### src/rtl/pgrd_pkg.sv
package pgrd_pkg;
    typedef enum logic [1:0] {
        ST_STANDBY,
        ST_ACCESS,
        ST_OPEN,
        ST_FLOAT
    } pgrd_state_e;
endpackage

### src/rtl/pgrd_timer.sv
// Loadable down-counter; zero flag reflects the value before the next edge.
module pgrd_timer #(
    parameter int CW = 4
) (
    input  logic          clk,
    input  logic          rst_n,
    input  logic          load,
    input  logic [CW-1:0] load_val,
    input  logic          dec,
    output logic          zero
);
    logic [CW-1:0] cnt_q;

    always_ff @(posedge clk or negedge rst_n) begin
        if (!rst_n) begin
            cnt_q <= '0;
        end else if (load) begin
            cnt_q <= load_val;
        end else if (dec && (cnt_q != '0)) begin
            cnt_q <= cnt_q - 1'b1;
        end
    end

    assign zero = (cnt_q == '0);
endmodule

### src/rtl/pgrd_pagetrack.sv
// Remembers the open page tag and width mode; reports a hit for a new request.
module pgrd_pagetrack #(
    parameter int TW = 15
) (
    input  logic          clk,
    input  logic          rst_n,
    input  logic          store,
    input  logic          clear,
    input  logic [TW-1:0] tag_in,
    input  logic          byte_in,
    output logic          hit
);
    logic [TW-1:0] tag_q;
    logic          byte_q;
    logic          open_q;

    always_ff @(posedge clk or negedge rst_n) begin
        if (!rst_n) begin
            tag_q  <= '0;
            byte_q <= 1'b0;
            open_q <= 1'b0;
        end else if (store) begin
            tag_q  <= tag_in;
            byte_q <= byte_in;
            open_q <= 1'b1;
        end else if (clear) begin
            open_q <= 1'b0;
        end
    end

    assign hit = open_q && (tag_q == tag_in) && (byte_q == byte_in);
endmodule

### src/rtl/pgrd_lane.sv
// Selects the returned lane: full word, or the low byte zero-extended.
module pgrd_lane #(
    parameter int DW = 16
) (
    input  logic          byte_mode,
    input  logic [DW-1:0] din,
    output logic [DW-1:0] dout
);
    localparam int BW = DW / 2;

    always_comb begin
        if (byte_mode) begin
            dout = {{(DW-BW){1'b0}}, din[BW-1:0]};
        end else begin
            dout = din;
        end
    end
endmodule

### src/rtl/pgrd_seq.sv
module pgrd_seq #(
    parameter int AW       = 18,
    parameter int DW       = 16,
    parameter int PG       = 3,
    parameter int T_ACC    = 9,
    parameter int T_PAGE   = 5,
    parameter int T_FLOAT  = 4,
    parameter int IDLE_MAX = 16
) (
    input  logic          clk,
    input  logic          rst_n,
    input  logic          req_valid,
    input  logic          req_byte,
    input  logic [AW:0]   req_addr,
    output logic          busy,
    output logic          rsp_valid,
    output logic [DW-1:0] rsp_data,
    output logic [AW-1:0] mem_addr,
    output logic          mem_bsel,
    output logic          mem_wide,
    output logic          mem_ce_n,
    output logic          mem_oe_n,
    input  logic [DW-1:0] mem_data
);
    import pgrd_pkg::*;

    localparam int TW   = AW - PG;
    localparam int TM1  = (T_ACC > T_FLOAT) ? T_ACC : T_FLOAT;
    localparam int TMAX = (TM1 > IDLE_MAX) ? TM1 : IDLE_MAX;
    localparam int CW   = $clog2(TMAX + 1);

    pgrd_state_e state_q, state_d;

    logic          accept, hit, capture, release_en;
    logic          acc_zero, idle_zero;
    logic          acc_load;
    logic [CW-1:0] acc_val;
    logic          byte_q;
    logic [DW-1:0] lane_data;

    assign busy       = (state_q == ST_ACCESS) || (state_q == ST_FLOAT);
    assign accept     = req_valid && !busy;
    assign capture    = (state_q == ST_ACCESS) && acc_zero;
    assign release_en = (state_q == ST_OPEN) && !accept && idle_zero;

    assign acc_load = accept || release_en;
    always_comb begin
        if (accept) begin
            acc_val = hit ? CW'(T_PAGE - 1) : CW'(T_ACC - 1);
        end else begin
            acc_val = CW'(T_FLOAT - 1);
        end
    end

    pgrd_timer #(.CW(CW)) u_acc_tmr (
        .clk      (clk),
        .rst_n    (rst_n),
        .load     (acc_load),
        .load_val (acc_val),
        .dec      (busy),
        .zero     (acc_zero)
    );

    pgrd_timer #(.CW(CW)) u_idle_tmr (
        .clk      (clk),
        .rst_n    (rst_n),
        .load     (capture),
        .load_val (CW'(IDLE_MAX - 1)),
        .dec      ((state_q == ST_OPEN) && !accept),
        .zero     (idle_zero)
    );

    pgrd_pagetrack #(.TW(TW)) u_page (
        .clk     (clk),
        .rst_n   (rst_n),
        .store   (accept),
        .clear   (release_en),
        .tag_in  (req_addr[AW:PG+1]),
        .byte_in (req_byte),
        .hit     (hit)
    );

    pgrd_lane #(.DW(DW)) u_lane (
        .byte_mode (byte_q),
        .din       (mem_data),
        .dout      (lane_data)
    );

    // Next-state logic
    always_comb begin
        state_d = state_q;
        unique case (state_q)
            ST_STANDBY: if (accept)     state_d = ST_ACCESS;
            ST_ACCESS:  if (acc_zero)   state_d = ST_OPEN;
            ST_OPEN: begin
                if (accept)             state_d = ST_ACCESS;
                else if (idle_zero)     state_d = ST_FLOAT;
            end
            ST_FLOAT:   if (acc_zero)   state_d = ST_STANDBY;
        endcase
    end

    // State register
    always_ff @(posedge clk or negedge rst_n) begin
        if (!rst_n) begin
            state_q <= ST_STANDBY;
        end else begin
            state_q <= state_d;
        end
    end

    // Registered outputs
    always_ff @(posedge clk or negedge rst_n) begin
        if (!rst_n) begin
            mem_ce_n  <= 1'b1;
            mem_oe_n  <= 1'b1;
            mem_addr  <= '0;
            mem_bsel  <= 1'b0;
            mem_wide  <= 1'b1;
            byte_q    <= 1'b0;
            rsp_valid <= 1'b0;
            rsp_data  <= '0;
        end else begin
            rsp_valid <= capture;
            if (capture) begin
                rsp_data <= lane_data;
            end
            if (accept) begin
                mem_ce_n <= 1'b0;
                mem_oe_n <= 1'b0;
                mem_addr <= req_addr[AW:1];
                mem_bsel <= req_byte & req_addr[0];
                mem_wide <= !req_byte;
                byte_q   <= req_byte;
            end else if (release_en) begin
                mem_ce_n <= 1'b1;
                mem_oe_n <= 1'b1;
            end
        end
    end
endmodule

### config.mk
export PLATFORM = sky130hd
export DESIGN_NAME = pgrd_seq
export DESIGN_NICKNAME = d
export VERILOG_FILES = /design/src/rtl/pgrd_pkg.sv /design/src/rtl/pgrd_timer.sv /design/src/rtl/pgrd_pagetrack.sv /design/src/rtl/pgrd_lane.sv /design/src/rtl/pgrd_seq.sv
export SDC_FILE = /design/constraint.sdc
export NUM_CORES = 1
export LEC_CHECK = 0
export ABC_AREA = 1
export CORE_ASPECT_RATIO = 1.4
export CORE_UTILIZATION = 24
export CTS_CLUSTER_SIZE = 12
export DETAILED_ROUTE_END_ITERATION = 7
export PLACE_DENSITY_LB_ADDON = 0.1
export SLEW_MARGIN = 10
export SYNTH_ARGS = -nofsm -noshare
export SYNTH_HDL_FRONTEND = slang
export SYNTH_HIERARCHICAL = 1
export SYNTH_SLANG_ARGS = --single-unit
export TNS_END_PERCENT = 30
### constraint.sdc
create_clock -name clk -period 2.85 [get_ports clk]
set_input_delay 0.285 -clock clk [delete_from_list [all_inputs] [get_ports clk]]
set_output_delay 0.285 -clock clk [all_outputs]
set_load 0.005 [all_outputs]
# Word level (Yosys, flattened, before mapping)

Index checks and enable logic that the tools add are counted.

$add $sub $neg: 2
Multiply operators: 0
Divide/modulo/power cells: 0
$lt $le $gt $ge: 0
Eq/ne operators: 9
Shift operators: 0
Mux-type cells: 17
Bitwise gates (word level): 1
Reduce and logical (&&, ||, !) cells: 22

Operator list:

| kind                                                 | count |
|---|---|
| 2-to-1 mux 5 bit                                     | 4 |
| 2-to-1 mux 16 bit                                    | 1 |
| equality test 15 bit                                 | 1 |
| zero test 5 bit                                      | 2 |
| 2-to-1 mux 2 bit                                     | 5 |
| nonzero test 5 bit                                   | 2 |
| subtractor 5 x 1 -> 5 bit (second input constant)    | 2 |
| logical AND 1 bit                                    | 8 |
| 2-to-1 mux 4 bit                                     | 2 |
| one-hot mux 2 bit (4 select lines)                   | 1 |
| != test 2 bit (second input constant)                | 3 |
| nonzero test 2 bit                                   | 3 |
| equality test 2 bit (second input constant)          | 2 |
| 2-to-1 mux 1 bit                                     | 4 |
| AND reduction 4 bit                                  | 1 |
| zero test 1 bit                                      | 3 |
| != test 3 bit (second input constant)                | 1 |
| equality test 2 x 1 -> 1 bit (second input constant) | 1 |
| zero test 2 bit                                      | 1 |
| logical OR 1 bit                                     | 2 |
| AND 1 bit                                            | 1 |
| equality test 1 bit                                  | 1 |

Bits in registers: 67
Latch bits: 0
RAM bits: 0
Memory bits (read-only): 0
Bits of input ports: 39
Output and inout port bits: 40
Memories: 0

# Logic depth before layout (Yosys ltp)

Gate-level depths: netlist of run 1.

Depth in word-level cells: 9
Gate-level depth with buffers: 14

# By module

The synthesis of run 1 kept the hierarchy.

Modules (own cells, without submodules):

| module         | instances | cells an instance | area an instance (um2) | seq. area each (um2) |
|---|---|---|---|---|
| pgrd_seq       | 1         | 191               | 1649.1                 | 1028.5 |
| pgrd_pagetrack | 1         | 127               | 885.8                  | 425.4 |
| pgrd_timer     | 2         | 46                | 335.3                  | 125.1 |
| pgrd_lane      | 1         | 25                | 131.4                  | 0.0 |

# Least setup slack after synthesis of run 1

No wires, ideal clock.

Path kind: register -> register
From: register u_acc_tmr.cnt_q[0]
To: register u_idle_tmr.cnt_q[2]
Setup time: 117 ps
Arrival time: 1573 ps
Data required time: 2733 ps
Setup slack: 1161 ps
Cell stages (with the launch flop): 13
Period minus slack after synthesis: 1689 ps
Cells stage by stage: dfrtp_1 inv_1 ha_1 nand3b_2 inv_1 nand3_4 inv_4 buf_6 inv_2 o21ai_0 nand2_1 nand2_1 nand2_1

Longest elaborated chain between the ends: 3
Elaborated cells between the ends (all ways): 4
Classes of those cells: 1 x mux; 3 x reduce/logical

RTL lines:

| element                                                | RTL line         | source |
|---|---|---|
| from (decl)                                            | pgrd_timer.sv:12 | `logic [CW-1:0] cnt_q;` |
| from (signal assigned)                                 | pgrd_timer.sv:18 | `cnt_q <= load_val;` |
| from (signal assigned)                                 | pgrd_timer.sv:20 | `cnt_q <= cnt_q - 1'b1;` |
| zero test 5 bit *                                      | pgrd_timer.sv:24 | `assign zero = (cnt_q == '0);` |
| named net acc_zero                                     | pgrd_seq.sv:35   | `logic acc_zero, idle_zero;` |
| logical AND 1 bit *                                    | pgrd_seq.sv:43   | `assign capture = (state_q == ST_ACCESS) && acc_zero;` |
| named net capture                                      | pgrd_seq.sv:34   | `logic accept, hit, capture, release_en;` |
| 2-to-1 mux 5 bit or nonzero test 2 bit (tied branches) | -                |  |
| to (signal assigned)                                   | pgrd_timer.sv:18 |  |
| to (signal assigned)                                   | pgrd_timer.sv:20 |  |
| to (decl)                                              | pgrd_timer.sv:12 |  |

The timed path passes the listed nets; every way through them passes the cells marked *.
A chain may end at the register's enable or synchronous reset.

# Final worst setup path of run 1

From: register u_acc_tmr.cnt_q[0]
To: register u_idle_tmr.cnt_q[2]

Longest elaborated chain between the ends: 3
Elaborated cells between the ends (all ways): 4
Classes of those cells: 1 x mux; 3 x reduce/logical

RTL lines:

| element                                                | RTL line |
|---|---|
| zero test 5 bit *                                      | pgrd_timer.sv:24 |
| named net acc_zero                                     | pgrd_seq.sv:35 |
| logical AND 1 bit *                                    | pgrd_seq.sv:43 |
| 2-to-1 mux 5 bit or nonzero test 2 bit (tied branches) | - |

Marks and branches as above.

==> results_dict.tcl, run 1 <==
set metrics [dict create \
    syn_area_um2 3340 \
    fin_crit_sh_pct 70.7 \
    p_per_area_nw_per_um2 1020 \
    seq_area_frac_synth_pct 51.1 \
    first_iter_violations 105 \
    drc 0 \
    crit_fanout 25 \
    tightest_slew_ns 0.904 \
    design_area_um2 4500 \
    r2r_cells 11 \
    cp_slowest_stage_delay_ns 0.37 \
    cp.depth 11 \
    track_usage_pct 12.0 \
    firstDrtPassIters 4 \
    met1_usage_pct 14.3 \
    dr_total_vias 2783 \
    clk_path_buf_depth 2 \
    p_comb_share_pct 40.5 \
    fin_nets 551 \
    syn_inst 435 \
    rows 50 \
    ir_drop_v 0.000293 \
    drive_above_1_share_pct 6.99 \
    path_buf_inv 4 \
    root_buffer "clkbuf_16" \
    fp.coreArea_um2 13500 \
    cts_setup_buffers 0 \
    viasPerCell 3.99 \
    place_congestion 0.735 \
    critical_path_arrival_ns 2.23 \
    worstSetupPathType "reg2reg" \
    rsz0062_at_grt "no" \
    cts_hold_buf 0 \
    dpl-instance-area_um2 4230 \
    setup_viol 0 \
    p_int_mw 2.98 \
    p_leak_nw 2.28 \
    synthDistinctLibCells 27 \
    die_h_um 142 \
    grt-ovfl-total 0 \
    timing.final.hold_violations 0 \
    nFillCells 1447 \
    outcome "finished, final reports clean" \
    globalRouteMet2Util_pct 20.4 \
    wl_um 7890 \
    cts.sinks 68 \
    path_clk_slew_ns 0.06 \
    fmax_mhz 496 \
    avgRoutedWirePerCell_um 11.3 \
    antenna_left 0 \
    cts_tree "yes" \
    netSwitchingPower_mw 1.62 \
    ys_ff_latch 68 \
    drv_cap 0 \
    crit_chain "inv_1 -> ha_1 -> nand3b_2 -> inv_1 -> nand3_4 -> inv_4 -> inv_2 -> o21ai_0 -> nand2_1 -> nand2_1 -> nand2_1" \
    p_seq_share_pct 37.4 \
    clockPowerShare_pct 22.0 \
    globalRouteMet3Util_pct 2.86 \
    syn_area_per_cell_um2 7.67 \
    critical-path-top-delay-family "buffers and inverters" \
    num_antenna_cells 0 \
    crit_top_cell "nand2_1" \
    hp-class "in2async" \
    die_area_um2 14400 \
    maxSlewHeadroom_pct 39.7 \
    dp.final_hpwl_um 5440 \
    clk_latency_ns 0.32 \
    clock_skew_ns 0.00688 \
    antenna_found_initial 0 \
    grt_start_max_net_pins 69 \
    cts-buffers-inserted 9 \
    end_kind "flip-flop" \
    tns_ns 0 \
    area_growth_pct 34.9 \
    portBuffers 78 \
    post-route-min-period_ns 2.02 \
    grt_pass1_wl_um 13400 \
    fp.dieW_um 102 \
    drv_slew 0 \
    start_util_pct 24.8 \
    start_kind "flip-flop" \
    grt-busiest-layer "met2" \
    cts-resized-gates 0 \
    required_ns 3.06 \
    yosys_warnings 6 \
    switching_share_pct 35.2 \
    h-tree-depth 3 \
    cp_slowest_cell "dfrtp_1" \
    grt_pass1_vias 2887 \
    ios 79 \
]
-- final timing paths --
kind | start | end | slack, ns
min in group clk | mem_addr[15] | mem_addr[15] | 0.47
max in group asynchronous | rst_n | u_acc_tmr/cnt_q[1] | 2.17
worst max-delay path | u_acc_tmr/cnt_q[0] | u_idle_tmr/cnt_q[2] | 0.83
worst min-delay path | rst_n | rsp_data[9] | 0.09
worst max register to register | u_acc_tmr/cnt_q[0] | u_idle_tmr/cnt_q[2] | 0.83
worst min register to register | mem_addr[15] | mem_addr[15] | 0.47
-- power groups by stage --
stage / logic, mW / registers, mW / clock network, mW
2_1_floorplan: 1.11 / 1.70 / 0
3_3_place_gp: 1.89 / 1.74 / 0
3_5_place_dp: 1.90 / 1.74 / 0
6_report: 1.86 / 1.72 / 1.01
5_1_grt: 2.15 / 1.78 / 1.09
4_1_cts: 1.91 / 1.73 / 1.06
-- layer usage --
layer | share of wire, % | wire length [µm]
met1 | 45 | 3530
met2 | 50 | 3940
met3 | 4.2 | 328
met4 | 1.2 | 91
met5 | 0 | 0
-- Yosys cell counts (all sizes together) --
library cell,n,area (µm²)
o21ai,26,145
xor2,3,26.3
conb,2,7.51
nand4,1,6.26
nor2,36,140
dfrtp,66,1650
inv,54,205
nand3,16,92.6
buf,18,138
clkbuf,2,8.75
nand3b,3,30.0
ha,2,25.0
a21oi,3,15.0
nand2,197,769
dfstp,2,52.6
nor3,1,5.00
o22ai,3,18.8
-- sequential cells by signal, summed over array words and instances, names as in the netlist, 2 cells and up --
register	cells
mem_addr	18
rsp_data	16
state_q	2
u_acc_tmr/cnt_q	5
u_page/tag_q	15
u_idle_tmr/cnt_q	5
-- logic make-up (layout without fill, tap and decap cells) --
family                     Yosys count  after routing  synth area share, %
xor gates and xnor gates             3              3                0.788
adders and majority gates            2              2                0.750
and+or+nand+nor                    254            254                 31.3
DFF                                 68             68                 51.1
buffers and inverters               74            150                 10.5
AOI/OAI and AO/OA                   32             32                 5.36
other                                2              6                0.225
-- per-stage QoR --
stage	cells	setup slack, ns	power (mW)	utilization [%]	hold slack, ns
after floorplan	439	1.16	2.80	-	-0.0106
after global placement	681	0.837	3.62	31.5	0.458
after detailed placement	681	0.798	3.64	31.5	0.457
after CTS	697	0.789	4.70	33.5	0.133
after global routing	697	0.564	5.03	33.5	0.170
final	697	0.834	4.60	33.5	0.0858
-- area by class of cell --
type / instances / area [µm²] / area share (%)
Clock inverter: 2 / 12.5 / 0.278
Sequential cell: 68 / 1700 / 37.9
Tap cell: 182 / 228 / 5.06
Inverter: 54 / 205 / 4.56
Timing Repair Buffer: 80 / 793 / 17.6
Multi-Input combinational cell: 297 / 1300 / 29.0
Clock buffer: 14 / 254 / 5.64
-- cell usage in the layout (no fill, tap or decap), drive strengths merged --
cell,instances
nand2,197
o22ai,3
nand3,16
clkinvlp,1
conb,6
nand3b,3
a21oi,3
o21ai,26
ha,2
buf,3
nor3,1
clkdlybuf4s50,77
dfstp,2
clkbuf,14
inv,54
clkinv,1
xor2,3
nand4,1
dfrtp,66
nor2,36
-- worst register-to-register path: cells and delay by family, from the launching register on --
family	cells	cell delay [ns]
AO/OA/AOI/OAI	1	0.09
adder cells (fa/ha/maj)	1	0.25
AND/OR/NAND/NOR	5	0.49
flip-flops	1	0.37
buffers and inverters	4	0.70
Note: power is estimated with default switching activity, not from simulation.
==> run 2: changes to the inputs <==
==> constraint.sdc (replaced) <==
create_clock -name clk -period 1.8 [get_ports clk]
set_input_delay 0.18 -clock clk [delete_from_list [all_inputs] [get_ports clk]]
set_output_delay 0.18 -clock clk [all_outputs]
set_load 0.005 [all_outputs]
==> run 2 against run 1 <==
Global-route usage increased by 0.18 points. Routed wire length increased by 2.9%. Clock skew increased by 0.0024 ns. Highest routed layer unchanged. Final cell count increased by 1.9%. Core utilization increased by 1.6 points. Die area unchanged. Power increased by 72%. Largest cell class unchanged. Non-clock buffer count increased by 13. Count of clock-buffer cells in the layout decreased by 3.
==> results_dict.tcl, run 2 (synthesized netlist as in run 1, its figures left out) <==
set metrics [dict create \
    fin_nets 564 \
    viasPerCell 4.02 \
    antenna_left 0 \
    drive_above_1_share_pct 10.0 \
    top_regs "mem_addr: 18 flops, rsp_data: 16 flops, u_page/tag_q: 15 flops" \
    setup_viol 0 \
    cts_setup_buffers 0 \
    clk_path_buf_depth 2 \
    clk_latency_ns 0.33 \
    ios 79 \
    p_per_area_nw_per_um2 1670 \
    grt_start_max_net_pins 50 \
    tns_ns 0 \
    h-tree-depth 3 \
    portBuffers 78 \
    drv_cap 0 \
    wl_um 8120 \
    start_util_pct 24.8 \
    drc 0 \
    outcome "finished, final reports clean" \
    drv_slew 0 \
    grt_pass1_vias 2881 \
    fin_crit_sh_pct 90.7 \
    cts.sinks 68 \
    area_growth_pct 41.5 \
    dr_total_vias 2851 \
    antenna_found_initial 0 \
    rows 50 \
    grt-ovfl-total 0 \
    end_kind "flip-flop" \
    largest_reg_flops 18 \
    required_ns 2.07 \
    clock_skew_ns 0.00929 \
    fp.dieW_um 102 \
    crit_fanout 17 \
    root_buffer "clkbuf_16" \
    die_area_um2 14400 \
    die_h_um 142 \
    cts_tree "yes" \
    timing.final.hold_violations 0 \
    avgRoutedWirePerCell_um 11.4 \
    track_usage_pct 12.2 \
    first_iter_violations 120 \
    cts-buffers-inserted 9 \
    p_leak_nw 2.39 \
    final_cell_mix "nand2_1 (193), clkdlybuf4s50_1 (77), dfrtp_1 (66), inv_1 (48), nor2_1 (33)" \
    num_antenna_cells 0 \
    start_kind "flip-flop" \
    path_clk_slew_ns 0.06 \
    firstDrtPassIters 4 \
    rsz0062_at_grt "no" \
    fmax_mhz 612 \
    grt_pass1_wl_um 13300 \
    critical_path_arrival_ns 1.90 \
    fp.coreArea_um2 13500 \
    hp-class "in2async" \
    power_mw 7.90 \
    layout_commonest_cell "nand2_1" \
    top_register "mem_addr" \
    post-route-min-period_ns 1.63 \
    place_congestion 0.747 \
    worstSetupPathType "reg2reg" \
    dp.final_hpwl_um 5900 \
    ir_drop_v 0.000581 \
]
## run 2: cell types whose count changed in the layout (fill, tap and decap cells not counted), sizes merged
| cell | before | now |
|---|---|---|
| clkinv | 1 | 0 |
| bufinv | 0 | 3 |
| dlygate4sd3 | 0 | 1 |
| buf | 3 | 15 |
| inv | 54 | 55 |
| clkbuf | 14 | 11 |
## run 2: cell type report
cell class / instances / area [µm²]
fillers: 1432 / 8730
flip-flops and latches: 68 / 1700
multi-input cells: 297 / 1320
repair buffers: 93 / 918
clock buffers: 11 / 243
well taps: 182 / 228
inverters: 54 / 205
clock inverters: 5 / 106
## run 2: through the flow
stage	hold WS [ns]	setup WS (ns)	std cells	area [µm²]	util (%)
after CTS	0.365	0.107	710	4710	35.0
after floorplan	-0.116	0.111	439	3350	-
after detailed placement	0.178	0.0479	693	4350	32.3
after global routing	0.384	0.00201	710	4720	35.1
final	0.359	0.167	710	4720	35.1
after global placement	0.173	0.0516	693	4350	32.3
## run 2: final timing paths
path | start | endpoint | slack (ns) | cells past startpoint
setup / recovery | u_acc_tmr/cnt_q[1] | rsp_data[3] | 0.17 | 9
min in group clk | mem_data[6] | rsp_data[6] | 0.38 | 3
hold / removal | rst_n | rsp_data[15] | 0.36 | 2
max in group asynchronous | rst_n | mem_oe_n | 0.85 | 3
hold reg to reg | mem_addr[0] | mem_addr[0] | 0.47 | 2
setup reg to reg | u_acc_tmr/cnt_q[1] | rsp_data[3] | 0.17 | 9
## run 2: what timing repair did
item                                    CTS  global route
hold buffers                              1             0
endpoints found under the hold margin    30             0
endpoints found under the setup margin    0             1
resized for setup                         0             3
## run 2: worst max-delay path, cell delays in order (launching register included)
cell and delay (ns):
dfrtp_1 0.39, inv_1 0.09, ha_1 0.23, nand3b_2 0.13, inv_1 0.15, nand3_4 0.10
inv_4 0.11, buf_4 0.24, nand2_1 0.08, nand2_1 0.06
## run 2: power breakdown
part           internal [mW]  switching [mW]  leakage [nW]
Sequential              2.27           0.422         0.834
Clock                   1.40           0.667         0.166
Combinational           1.59            1.56          1.39
## run 2: per-layer routing
| layer | up-vias | track usage (%) | share of wire (%) |
|---|---|---|---|
| li1 | 1472 | - | - |
| met1 | 1311 | 13.8 | 44 |
| met2 | 60 | 21.4 | 50 |
| met3 | 8 | 3.10 | 4.0 |
| met4 | 0 | 4.81 | 1.3 |
| met5 | - | 0 | 0 |
==> run 3: changes to the inputs <==
--- a/config.mk
+++ b/config.mk
@@ -8,7 +8,7 @@
 export ABC_AREA = 1
 export CORE_ASPECT_RATIO = 1.4
 export CORE_UTILIZATION = 24
-export CTS_CLUSTER_SIZE = 12
+export CTS_CLUSTER_SIZE = 20
 export DETAILED_ROUTE_END_ITERATION = 7
 export PLACE_DENSITY_LB_ADDON = 0.1
 export SLEW_MARGIN = 10
==> results of run 3 <==
The final DEF is identical to that of run 2; final timing and power are the same.
